File: src/rtl/flashMioReadPkg.sv
package flashMioReadPkg;

  typedef enum logic [2:0] {
    PH_IDLE,
    PH_OPC,
    PH_ADDR,
    PH_MODE,
    PH_DUMMY,
    PH_DATA,
    PH_SKIP
  } phase_t;

  typedef struct packed {
    logic       shiftOpc;
    logic       shiftAddr;
    logic       shiftMode;
    logic       driveSlot;
    logic       incAddr;
    logic       quad;
    logic [1:0] slotIdx;
  } strobe_t;

endpackage

File: src/rtl/flashRdCtrl.sv
module flashRdCtrl
  import flashMioReadPkg::*;
#(
  parameter int ADDR_W     = 24,
  parameter logic [7:0] OPC_DUAL = 8'hBB,
  parameter logic [7:0] OPC_QUAD = 8'hEB,
  parameter int QUAD_DUMMY = 4
) (
  input  logic       clk,
  input  logic       rstN,
  input  logic       quadEn,
  input  logic       csN,
  input  logic       sclkRise,
  input  logic       sclkFall,
  input  logic [7:0] opcNext,
  input  logic [1:0] modeCtlBits,
  output strobe_t    strb,
  output logic       outEn
);

  localparam int OPC_CLKS       = 8;
  localparam int DUAL_ADDR_CLKS = ADDR_W / 2;
  localparam int QUAD_ADDR_CLKS = ADDR_W / 4;
  localparam int DUAL_MODE_CLKS = 4;
  localparam int QUAD_MODE_CLKS = 2;
  localparam int MAX_A          = (DUAL_ADDR_CLKS > OPC_CLKS) ? DUAL_ADDR_CLKS : OPC_CLKS;
  localparam int MAX_CLKS       = (MAX_A > QUAD_DUMMY) ? MAX_A : QUAD_DUMMY;
  localparam int CNT_W          = $clog2(MAX_CLKS + 1);
  localparam logic [1:0] CONT_PATTERN = 2'b10;

  phase_t           phase;
  logic [CNT_W-1:0] cnt;
  logic [CNT_W-1:0] lastCnt;
  logic             atLast;
  logic             isQuad;
  logic             contFlag;
  logic [1:0]       slotCnt;
  logic [1:0]       lastSlot;
  logic             oeReg;

  always_comb begin
    unique case (phase)
      PH_OPC:   lastCnt = CNT_W'(OPC_CLKS - 1);
      PH_ADDR:  lastCnt = isQuad ? CNT_W'(QUAD_ADDR_CLKS - 1) : CNT_W'(DUAL_ADDR_CLKS - 1);
      PH_MODE:  lastCnt = isQuad ? CNT_W'(QUAD_MODE_CLKS - 1) : CNT_W'(DUAL_MODE_CLKS - 1);
      PH_DUMMY: lastCnt = CNT_W'(QUAD_DUMMY - 1);
      default:  lastCnt = '0;
    endcase
  end

  assign atLast   = (cnt == lastCnt);
  assign lastSlot = isQuad ? 2'd1 : 2'd3;

  always_comb begin
    strb.shiftOpc  = !csN && sclkRise && (phase == PH_OPC);
    strb.shiftAddr = !csN && sclkRise && (phase == PH_ADDR);
    strb.shiftMode = !csN && sclkRise && (phase == PH_MODE);
    strb.driveSlot = !csN && sclkFall && (phase == PH_DATA);
    strb.incAddr   = strb.driveSlot && (slotCnt == lastSlot);
    strb.quad      = isQuad;
    strb.slotIdx   = slotCnt;
  end

  assign outEn = oeReg;

  always_ff @(posedge clk) begin
    if (!rstN) begin
      phase    <= PH_IDLE;
      cnt      <= '0;
      isQuad   <= 1'b0;
      contFlag <= 1'b0;
      slotCnt  <= '0;
      oeReg    <= 1'b0;
    end else if (csN) begin
      phase   <= PH_IDLE;
      cnt     <= '0;
      slotCnt <= '0;
      oeReg   <= 1'b0;
      if (phase == PH_ADDR || phase == PH_MODE) begin
        contFlag <= 1'b0;
      end
    end else if (phase == PH_IDLE) begin
      phase <= contFlag ? PH_ADDR : PH_OPC;
      cnt   <= '0;
    end else if (sclkRise) begin
      unique case (phase)
        PH_OPC: begin
          if (atLast) begin
            cnt <= '0;
            if (opcNext == OPC_DUAL) begin
              isQuad <= 1'b0;
              phase  <= PH_ADDR;
            end else if (opcNext == OPC_QUAD && quadEn) begin
              isQuad <= 1'b1;
              phase  <= PH_ADDR;
            end else begin
              phase <= PH_SKIP;
            end
          end else begin
            cnt <= cnt + 1'b1;
          end
        end
        PH_ADDR: begin
          if (atLast) begin
            cnt   <= '0;
            phase <= PH_MODE;
          end else begin
            cnt <= cnt + 1'b1;
          end
        end
        PH_MODE: begin
          if (atLast) begin
            cnt      <= '0;
            contFlag <= (modeCtlBits == CONT_PATTERN);
            phase    <= (isQuad && QUAD_DUMMY > 0) ? PH_DUMMY : PH_DATA;
          end else begin
            cnt <= cnt + 1'b1;
          end
        end
        PH_DUMMY: begin
          if (atLast) begin
            cnt   <= '0;
            phase <= PH_DATA;
          end else begin
            cnt <= cnt + 1'b1;
          end
        end
        default: ;
      endcase
    end else if (sclkFall && phase == PH_DATA) begin
      oeReg   <= 1'b1;
      slotCnt <= (slotCnt == lastSlot) ? 2'd0 : slotCnt + 2'd1;
    end
  end

endmodule

File: src/rtl/flashRdPath.sv
module flashRdPath
  import flashMioReadPkg::*;
#(
  parameter int ADDR_W = 24
) (
  input  logic              clk,
  input  logic              rstN,
  input  logic              sclk,
  input  logic [3:0]        ioIn,
  input  strobe_t           strb,
  input  logic              outEn,
  input  logic [7:0]        memRdata,
  output logic              sclkRise,
  output logic              sclkFall,
  output logic [7:0]        opcNext,
  output logic [1:0]        modeCtlBits,
  output logic [ADDR_W-1:0] memAddr,
  output logic [3:0]        ioOut,
  output logic [3:0]        ioOe
);

  localparam int DUAL_W = 2;
  localparam int QUAD_W = 4;

  logic              sclkQ;
  logic [7:0]        opcReg;
  logic [7:0]        modeReg;
  logic [7:0]        modeNext;
  logic [ADDR_W-1:0] addrReg;
  logic [ADDR_W-1:0] addrNext;
  logic [7:0]        shifted;
  logic [3:0]        slotBits;
  logic [3:0]        outReg;

  assign sclkRise = sclk && !sclkQ;
  assign sclkFall = !sclk && sclkQ;

  assign opcNext     = {opcReg[6:0], ioIn[0]};
  assign modeNext    = strb.quad ? {modeReg[7-QUAD_W:0], ioIn[QUAD_W-1:0]}
                                 : {modeReg[7-DUAL_W:0], ioIn[DUAL_W-1:0]};
  assign modeCtlBits = modeNext[5:4];
  assign addrNext    = strb.quad ? {addrReg[ADDR_W-1-QUAD_W:0], ioIn[QUAD_W-1:0]}
                                 : {addrReg[ADDR_W-1-DUAL_W:0], ioIn[DUAL_W-1:0]};

  always_comb begin
    shifted  = strb.quad ? (memRdata << {strb.slotIdx, 2'b00})
                         : (memRdata << {strb.slotIdx, 1'b0});
    slotBits = strb.quad ? shifted[7:4] : {2'b00, shifted[7:6]};
  end

  always_ff @(posedge clk) begin
    if (!rstN) begin
      sclkQ   <= 1'b0;
      opcReg  <= '0;
      modeReg <= '0;
      addrReg <= '0;
      outReg  <= '0;
    end else begin
      sclkQ <= sclk;
      if (strb.shiftOpc)  opcReg  <= opcNext;
      if (strb.shiftMode) modeReg <= modeNext;
      if (strb.shiftAddr) begin
        addrReg <= addrNext;
      end else if (strb.incAddr) begin
        addrReg <= addrReg + 1'b1;
      end
      if (strb.driveSlot) outReg <= slotBits;
    end
  end

  assign memAddr = addrReg;
  assign ioOe    = outEn ? (strb.quad ? 4'hF : 4'h3) : 4'h0;
  assign ioOut   = outReg & ioOe;

endmodule

File: src/rtl/flashMioRead.sv
module flashMioRead
  import flashMioReadPkg::*;
#(
  parameter int ADDR_W     = 24,
  parameter logic [7:0] OPC_DUAL = 8'hBB,
  parameter logic [7:0] OPC_QUAD = 8'hEB,
  parameter int QUAD_DUMMY = 4
) (
  input  logic              clk,
  input  logic              rstN,
  input  logic              quadEn,
  input  logic              csN,
  input  logic              sclk,
  input  logic [3:0]        ioIn,
  output logic [3:0]        ioOut,
  output logic [3:0]        ioOe,
  output logic [ADDR_W-1:0] memAddr,
  input  logic [7:0]        memRdata
);

  strobe_t    strb;
  logic       outEn;
  logic       sclkRise;
  logic       sclkFall;
  logic [7:0] opcNext;
  logic [1:0] modeCtlBits;

  flashRdCtrl #(
    .ADDR_W(ADDR_W), .OPC_DUAL(OPC_DUAL), .OPC_QUAD(OPC_QUAD), .QUAD_DUMMY(QUAD_DUMMY)
  ) u_ctrl (
    .clk(clk), .rstN(rstN), .quadEn(quadEn), .csN(csN),
    .sclkRise(sclkRise), .sclkFall(sclkFall),
    .opcNext(opcNext), .modeCtlBits(modeCtlBits),
    .strb(strb), .outEn(outEn)
  );

  flashRdPath #(.ADDR_W(ADDR_W)) u_path (
    .clk(clk), .rstN(rstN), .sclk(sclk), .ioIn(ioIn),
    .strb(strb), .outEn(outEn), .memRdata(memRdata),
    .sclkRise(sclkRise), .sclkFall(sclkFall),
    .opcNext(opcNext), .modeCtlBits(modeCtlBits),
    .memAddr(memAddr), .ioOut(ioOut), .ioOe(ioOe)
  );

endmodule

File: config.mk
export PLATFORM = sky130hd
export DESIGN_NAME = flashMioRead
export DESIGN_NICKNAME = d
export VERILOG_FILES = /design/src/rtl/flashMioReadPkg.sv /design/src/rtl/flashRdCtrl.sv /design/src/rtl/flashRdPath.sv /design/src/rtl/flashMioRead.sv
export SDC_FILE = /design/constraint.sdc
export NUM_CORES = 1
export LEC_CHECK = 0
export BUFFER_PORTS_ARGS = -buffer_cell sky130_fd_sc_hd__clkbuf_2
export CORE_UTILIZATION = 62
export DETAILED_ROUTE_END_ITERATION = 8
export HOLD_SLACK_MARGIN = 0.06
export PLACE_DENSITY_LB_ADDON = 0.2
export SLEW_MARGIN = 20
export SYNTH_ARGS = -nofsm -noshare
export SYNTH_HDL_FRONTEND = slang
export SYNTH_SLANG_ARGS = --single-unit
File: constraint.sdc
create_clock -name clk -period 3.22 [get_ports clk]
set_input_delay 0.161 -clock clk [delete_from_list [all_inputs] [get_ports clk]]
set_output_delay 0.161 -clock clk [all_outputs]
set_load 0.01 [all_outputs]
==> impl_metrics.tcl, run 1 <==
set metrics [dict create \
    status "finished, final reports clean" \
    p_int_uw 873 \
    leakagePower_uw 0.00139 \
    relSlewSlack_pct 51.4 \
    setup_viol 0 \
    worstMarginPinSlew_ps 725 \
    post_drt_via_cell_ratio 6.31 \
    cts_buffers 5 \
    synth_area_um2 3420 \
    hold_viol 0 \
    pre_cts_ws_ps 889 \
    antenna_cells 0 \
    cts_sinks 52 \
    ctsResizeCount 0 \
    synth_nets 437 \
    clk_latency_ps 310 \
    synth-edff-count 0 \
    ys_seq_area_share_pct 30.4 \
    max_freq_ghz 0.418 \
    max_cap_violations 0 \
    drt_iter0_drc 306 \
    die_width_um 76.3 \
    drv_slew 0 \
    first_global_vias 3066 \
    nets 469 \
    grt_pass1_wl_mm 14.1 \
    fin_skew_ps 12.1 \
    clock_power_share_pct 33.1 \
    die_area_um2 5820 \
    crit_path_end_kind "flop" \
    synth-seq-cells 52 \
    core_um2 5200 \
    grt_setup_unrepaired "false" \
    cts_root_buffer "clkbuf_8" \
    drc 0 \
    stdcell_count 520 \
    hold_ws_ps 113 \
    vdd_drop_max_mv 0.216 \
    place_inst 512 \
    startpoint_type "flop" \
    wire_per_inst_um 15.5 \
    start_util_pct 65.8 \
    antenna_found_initial 0 \
    area_growth_pct 9.61 \
    cts_buffer_depth 2 \
    crit_type "flop to flop" \
    setup_ws_ps 830 \
    nFillCells 429 \
    post_cts_buffers 0 \
    timing.final.crit_share_pct 74.2 \
    tns_ps 0 \
    vias 3282 \
    synth.distinct_cells 70 \
    synthFlopType "dfxtp_1" \
    dr.pass1.iters 5 \
    regArea_um2 1040 \
    portBuffers 48 \
    cts_tree "done" \
    globalRouteOverflowTotal 0 \
    p_switching_uw 299 \
    dp_hpwl_mm 5.51 \
    grt_max_degree 40 \
    syn_inst 417 \
    finalCriticalPeriod_ps 2390 \
    path_clk_slew_ps 90 \
    rows 26 \
    yosys_warnings 0 \
    grt.total_usage_pct 29.4 \
    drtAntennaViolNets 0 \
    drive_gt1_share_pct 20.4 \
    final_util_pct 72.1 \
    cp.arrival_ps 2590 \
    synth-async-reset-ratio_pct 0 \
    swShare_pct 25.5 \
    worst-path-max-fanout 22 \
    die_h_um 76.3 \
    cp_data_required_time_ps 3420 \
    pwr_density_cell_nw_per_um2 312 \
    synth_area_per_cell_um2 8.21 \
    multi_input_comb_area_um2 2210 \
    wirelength_mm 8.07 \
    io_pins 49 \
    hold_class "input port to flop" \
    cts_hold_buf 0 \
    finalWeightedCongestion 0.844 \
    p_comb_share_pct 9.9 \
    htreeDepth 2 \
    power_frac_seq_pct 57.0 \
]
per-stage QoR:
stage / total power (µW) / area [µm²]
3_5_place_dp: 794 / 3660
5_1_grt: 1220 / 3750
4_1_cts: 1180 / 3750
2_1_floorplan: 758 / 3420
3_3_place_gp: 792 / 3660
6_report: 1170 / 3750
worst paths after layout:
check,startpoint,end,slack [ps],cells past startpoint
hold reg to reg,u_path.outReg[0],u_path.outReg[0],460,2
setup / recovery,u_ctrl.phase[0],u_path.memAddr[23],830,5
setup reg to reg,u_ctrl.phase[0],u_path.memAddr[23],830,5
hold / removal,sclk,u_path.sclkQ,110,2
cell usage after synthesis, drive strengths merged (8+ instances only):
library cell | number | area [µm²]
nor3 | 16 | 90.1
clkbuf | 13 | 50.0
nand3 | 28 | 140
xnor2 | 8 | 70.1
buf | 17 | 92.6
inv | 9 | 33.8
and3 | 11 | 68.8
nor2 | 20 | 75.1
mux2 | 13 | 146
a21oi | 11 | 55.1
o21ai | 32 | 160
nand4 | 9 | 86.3
nand2 | 41 | 154
a21boi | 10 | 75.1
nor2b | 9 | 56.3
dfxtp | 52 | 1040
mux2i | 21 | 210
cells in the final DEF (no fill, tap or decap), types with 5 or more instances in the layout:
master / count
dfxtp_1: 51
clkbuf_2: 48
nand2_1: 41
o21ai_0: 29
nand3_1: 28
mux2i_1: 21
nor2_1: 20
nor3_1: 14
mux2_2: 12
and3_1: 11
a21oi_1: 11
a21boi_0: 10
inv_1: 9
nor2b_1: 9
xnor2_1: 8
and2_1: 7
nand4_1: 7
buf_4: 7
clkbuf_8: 6
nand2b_1: 5
xor2_1: 5
critical path, stage by stage, from the launching register on:
cell	delay, ps
dfxtp_1	760
and4bb_2	410
nand4_4	270
nor4_2	540
mux2i_1	140
a21o_1	160
area by class of cell:
| type | instances | area share [%] |
|---|---|---|
| inverters | 9 | 0.900 |
| repair buffers | 55 | 7.80 |
| multi-input cells | 326 | 58.8 |
| well taps | 70 | 2.33 |
| flip-flops and latches | 52 | 27.8 |
| clock buffers | 8 | 2.40 |
cells by family after synthesis:
family,after synthesis,synth area share (%)
mux,34,10.4
simple gates,183,31.5
compound gates,93,18.1
xor+xnor,13,3.33
fa+ha+maj,3,1.10
buf+inv,39,5.15
flops,52,30.4
sequential cells by signal (all words and copies together), names as in the netlist:
signal / count
u_ctrl.cnt: 4
u_ctrl.contFlag: 1
u_ctrl.isQuad: 1
u_ctrl.outEn: 1
u_ctrl.phase: 3
u_ctrl.slotCnt: 2
u_path.memAddr: 24
u_path.modeReg: 4
u_path.opcReg: 7
u_path.outReg: 4
u_path.sclkQ: 1
power groups by stage:
stage	clock, µW	combinational, µW	sequential (µW)
floorplan	0	83.9	674
global placement	0	110	681
detailed placement	0	113	682
CTS	396	113	667
global route	418	128	669
finish	388	115	668
metal layers:
layer  track usage, %  wire (µm)
met1             40.5       3740
met2             46.8       3650
met4             11.0        128
met3             3.59        545
met5                0          0
Power figures use the tool's default switching activity.
==> inputs of run 2 (changes only) <==
- CORE_UTILIZATION: 62 -> 58
- clock period: 3.22 -> 2.2 ns (I/O delays scaled with it)
==> impl_metrics.tcl, run 2 (synthesis results as in run 1) <==
set metrics [dict create \
    status "finished, final reports clean" \
    fin_skew_ps 2.91 \
    antenna_cells 0 \
    hold_viol 0 \
    setup_viol 0 \
    grt.total_usage_pct 26.4 \
    clk_latency_ps 310 \
    slowest_delay_ps 540 \
    grt_max_degree 46 \
    crit_path_end_kind "flop" \
    crit_family "simple AND/OR/NAND/NOR gates" \
    die_area_um2 6210 \
    post_drt_via_cell_ratio 6.07 \
    cts_tree "done" \
    p_comb_share_pct 10.8 \
    worst-path-max-fanout 10 \
    ctsResizeCount 0 \
    nets 478 \
    cp_cell_sequence "and4_4 > nand4_4 > or3_1 > or3_1 > a31oi_1" \
    dr.pass1.iters 5 \
    finalCriticalPeriod_ps 1990 \
    max_freq_ghz 0.502 \
    crit_buf_inv 0 \
    rows 27 \
    path_clk_slew_ps 90 \
    grt_setup_unrepaired "false" \
    largest_reg_flops 24 \
    htreeDepth 2 \
    swShare_pct 25.8 \
    leakagePower_uw 0.00144 \
    place_inst 522 \
    cts_sinks 52 \
    area_growth_pct 12.2 \
    layout_common_cells "dfxtp_1 (51), clkbuf_2 (48), nand2_1 (41)" \
    multi_input_comb_area_um2 2210 \
    clock_power_share_pct 31.3 \
    pre_cts_ws_ps 224 \
    hold_ws_ps 90.4 \
    nFillCells 501 \
    stdcell_count 530 \
    drv_slew 0 \
    io_pins 49 \
    timing.final.crit_share_pct 90.5 \
    crit_top_cell "or3_1" \
    vdd_drop_max_mv 0.329 \
    portBuffers 48 \
    power_frac_seq_pct 58.0 \
    cts_buffer_depth 2 \
    pwr_density_cell_nw_per_um2 436 \
    cts_root_buffer "clkbuf_8" \
    wirelength_mm 7.91 \
    grt_pass1_wl_mm 13.1 \
    globalRouteOverflowTotal 0 \
    die_h_um 78.8 \
    p_int_uw 1240 \
    postPlaceCellArea_um2 3750 \
    drt_iter0_drc 188 \
    hold_class "input port to flop" \
    tns_ps 0 \
    vias 3215 \
    drive_gt1_share_pct 22.1 \
    start_util_pct 61.0 \
    first_global_vias 2838 \
    drtAntennaViolNets 0 \
    cts_buffers 5 \
    p_switching_uw 432 \
    cp.arrival_ps 2230 \
    startpoint_type "flop" \
    cp_data_required_time_ps 2440 \
    relSlewSlack_pct 66.7 \
    setup_ws_ps 209 \
    wire_per_inst_um 14.9 \
    layout_commonest_cell "dfxtp_1" \
    worstMarginPinSlew_ps 498 \
    core_um2 5610 \
    max_cap_violations 0 \
    antenna_found_initial 0 \
    finalWeightedCongestion 0.883 \
    dp_hpwl_mm 5.72 \
    postLayoutCellArea_um2 3840 \
    regArea_um2 1040 \
    die_width_um 78.8 \
    crit_type "flop to flop" \
    cp_slowest_cell "dfxtp_1" \
    drc 0 \
]
run 2: path summary, 6_finish.rpt:
check,start,endpoint,slack (ps),cells past startpoint
worst min register to register,u_path.outReg[0],u_path.outReg[0],460,2
worst max register to register,u_path.memAddr[9],u_path.memAddr[17],210,5
worst max-delay path,u_path.memAddr[9],u_path.memAddr[17],210,5
worst min-delay path,ioIn[0],u_path.opcReg[0],90,3
run 2: layout make-up:
| type | count | share of cell area [%] |
|---|---|---|
| clock buffers | 5 | 1.79 |
| multi-input cells | 326 | 57.4 |
| inverters | 9 | 0.879 |
| flip-flops and latches | 52 | 27.1 |
| well taps | 72 | 2.35 |
| repair buffers | 64 | 10.1 |
| clock inverters | 2 | 0.326 |
run 2: layer usage:
layer / global-route usage [%] / up-vias / part of all wire, %
met5: 0 / - / 0
met4: 8.18 / 0 / 1.5
met3: 3.79 / 12 / 5.0
met2: 43.5 / 84 / 47
met1: 35.7 / 1508 / 47
li1: - / 1611 / -
run 2: power by group through the flow:
| stage | Clock, µW | Sequential, µW | Combinational [µW] |
|---|---|---|---|
| 4_1_cts | 540 | 970 | 179 |
| 5_1_grt | 570 | 973 | 199 |
| 3_5_place_dp | 0 | 992 | 177 |
| 2_1_floorplan | 0 | 986 | 123 |
| 6_report | 524 | 970 | 180 |
| 3_3_place_gp | 0 | 992 | 174 |
run 2: worst reg2reg max path, delay by kind of cell (launching register included):
family,cells,cell delay [ps]
AOI/OAI and AO/OA,1,170
DFF,1,540
and+or+nand+nor,4,1220
run 2: timing repair:
action	4_1_cts	5_1_grt
setup buffers	0	0
hold endpoints to repair	1	0
hold buffers	1	0
run 2: metrics by stage:
stage / power [µW] / utilization [%]
6_report: 1670 / 68.5
5_1_grt: 1740 / 68.5
4_1_cts: 1690 / 68.5
3_5_place_dp: 1170 / 66.9
3_3_place_gp: 1170 / 66.9
2_1_floorplan: 1110 / -
==> inputs of run 3 (changes only) <==
==> constraint.sdc (replaced) <==
create_clock -name clk -period 2.2 [get_ports clk]
set_input_delay 0.44 -clock clk [delete_from_list [all_inputs] [get_ports clk]]
set_output_delay 0.44 -clock clk [all_outputs]
set_load 0.01 [all_outputs]
==> impl_metrics.tcl, run 3 (synthesis results as in run 1) <==
set metrics [dict create \
    dr.pass1.iters 5 \
    hold_ws_ps 377 \
    dp_hpwl_mm 5.81 \
    die_h_um 78.8 \
    cts_sinks 52 \
    setup_viol 0 \
    cts_hold_buf 0 \
    crit_buf_inv 1 \
    antenna_found_initial 0 \
    area_growth_pct 13.0 \
    fin_skew_ps 6.77 \
    layout_commonest_cell "dfxtp_1" \
    clk_latency_ps 310 \
    cp_cell_sequence "ha_1 > and2_1 > nand4_4 > buf_4 > nor4_1 > and3_1 > nor3_1" \
    hold_class "input port to flop" \
    cts_buffers 5 \
    final_util_pct 69.0 \
    die_width_um 78.8 \
    core_um2 5610 \
    drtAntennaViolNets 0 \
    finalCriticalPeriod_ps 2010 \
    wirelength_mm 8.12 \
    crit_family "simple AND/OR/NAND/NOR gates" \
    worstMarginPinSlew_ps 430 \
    status "finished, final reports clean" \
    cp.arrival_ps 2200 \
    vdd_drop_max_mv 0.297 \
    portBuffers 48 \
    hold_viol 0 \
    largest_reg_flops 24 \
    pwr_density_cell_nw_per_um2 442 \
    io_pins 49 \
    power.total_uw 1710 \
    globalRouteOverflowTotal 0 \
    rows 27 \
    startpoint_type "flop" \
    nets 484 \
    cts_buffer_depth 2 \
    grt_setup_unrepaired "false" \
    grt.total_usage_pct 28.1 \
    grt_max_degree 40 \
    tns_ps 0 \
    drt_iter0_drc 309 \
    layout_common_cells "dfxtp_1 (50), clkbuf_2 (48), nand2_1 (41)" \
    setup_ws_ps 190 \
    max_freq_ghz 0.497 \
    drive_gt1_share_pct 23.4 \
    post_drt_via_cell_ratio 6.10 \
    wire_per_inst_um 15.1 \
    vias 3274 \
    drc 0 \
    cts_tree "done" \
    relSlewSlack_pct 71.4 \
    htreeDepth 2 \
    finalWeightedCongestion 0.869 \
    cp_data_required_time_ps 2390 \
    start_util_pct 61.0 \
    timing.final.crit_share_pct 91.4 \
    crit_type "flop to flop" \
    drv_slew 0 \
    cts_root_buffer "clkbuf_8" \
    grt_pass1_wl_mm 14.0 \
    pre_cts_ws_ps 164 \
    slowest_delay_ps 390 \
    crit_path_end_kind "flop" \
    first_global_vias 2941 \
    nFillCells 491 \
    cp_slowest_cell "dfxtp_2" \
    leakagePower_uw 0.00146 \
    antenna_cells 0 \
    worst-path-max-fanout 9 \
    path_clk_slew_ps 100 \
    die_area_um2 6210 \
    max_cap_violations 0 \
]
## run 3: cell count changes in the layout (fill, tap and decap cells not counted)
| cell | change |
|---|---|
| dlygate4sd3_1 | -1 |
| clkbuf_1 | +1 |
| dfxtp_1 | -1 |
| dfxtp_2 | +1 |
| clkinv_4 | +1 |
| clkinv_2 | -1 |
| buf_12 | -2 |
| buf_4 | +9 |
## run 3: metrics by stage
| stage | cell area (µm²) | std cells |
|---|---|---|
| after CTS | 3870 | 537 |
| after detailed placement | 3780 | 529 |
| after floorplan | 3420 | 417 |
| after global routing | 3870 | 537 |
| final | 3870 | 537 |
| after global placement | 3780 | 529 |
## run 3: layout make-up
type | count | area, µm² | share of cell area (%)
Clock buffer | 6 | 72.6 | 1.88
Inverter | 9 | 33.8 | 0.874
Timing Repair Buffer | 70 | 405 | 10.5
Sequential cell | 52 | 1040 | 27.0
Tap cell | 72 | 90.1 | 2.33
Clock inverter | 2 | 16.3 | 0.421
Multi-Input combinational cell | 326 | 2210 | 57.0
## run 3: metal layers
layer  GRT usage (%)  routed length, µm  vias up  share of wire [%]
met2            45.0               3740       98                 46
met1            39.0               3860     1541                 47
met3            3.56                434        9                5.3
li1                -                  -     1626                  -
met4            9.09                 93        0                1.1
met5               0                  0        -                  0
## run 3: worst paths after layout
kind	from	end	slack, ps	cells after the start
worst max-delay path	u_ctrl.isQuad	u_path.memAddr[18]	190	7
worst min-delay path	sclk	u_path.sclkQ	380	2
worst max register to register	u_ctrl.isQuad	u_path.memAddr[18]	190	7
worst min register to register	u_path.outReg[0]	u_path.outReg[0]	460	2
## run 3: power by group
group | total, µW | switching (µW) | internal [µW]
Clock | 553 | 326 | 227
Sequential | 969 | 17.8 | 951
Combinational | 187 | 111 | 76.8
## run 3: repair_timing
| action | CTS | global route |
|---|---|---|
| gates resized for setup | 0 | 1 |
| buffers inserted | 0 | 0 |
| endpoints found under the setup margin | 0 | 5 |
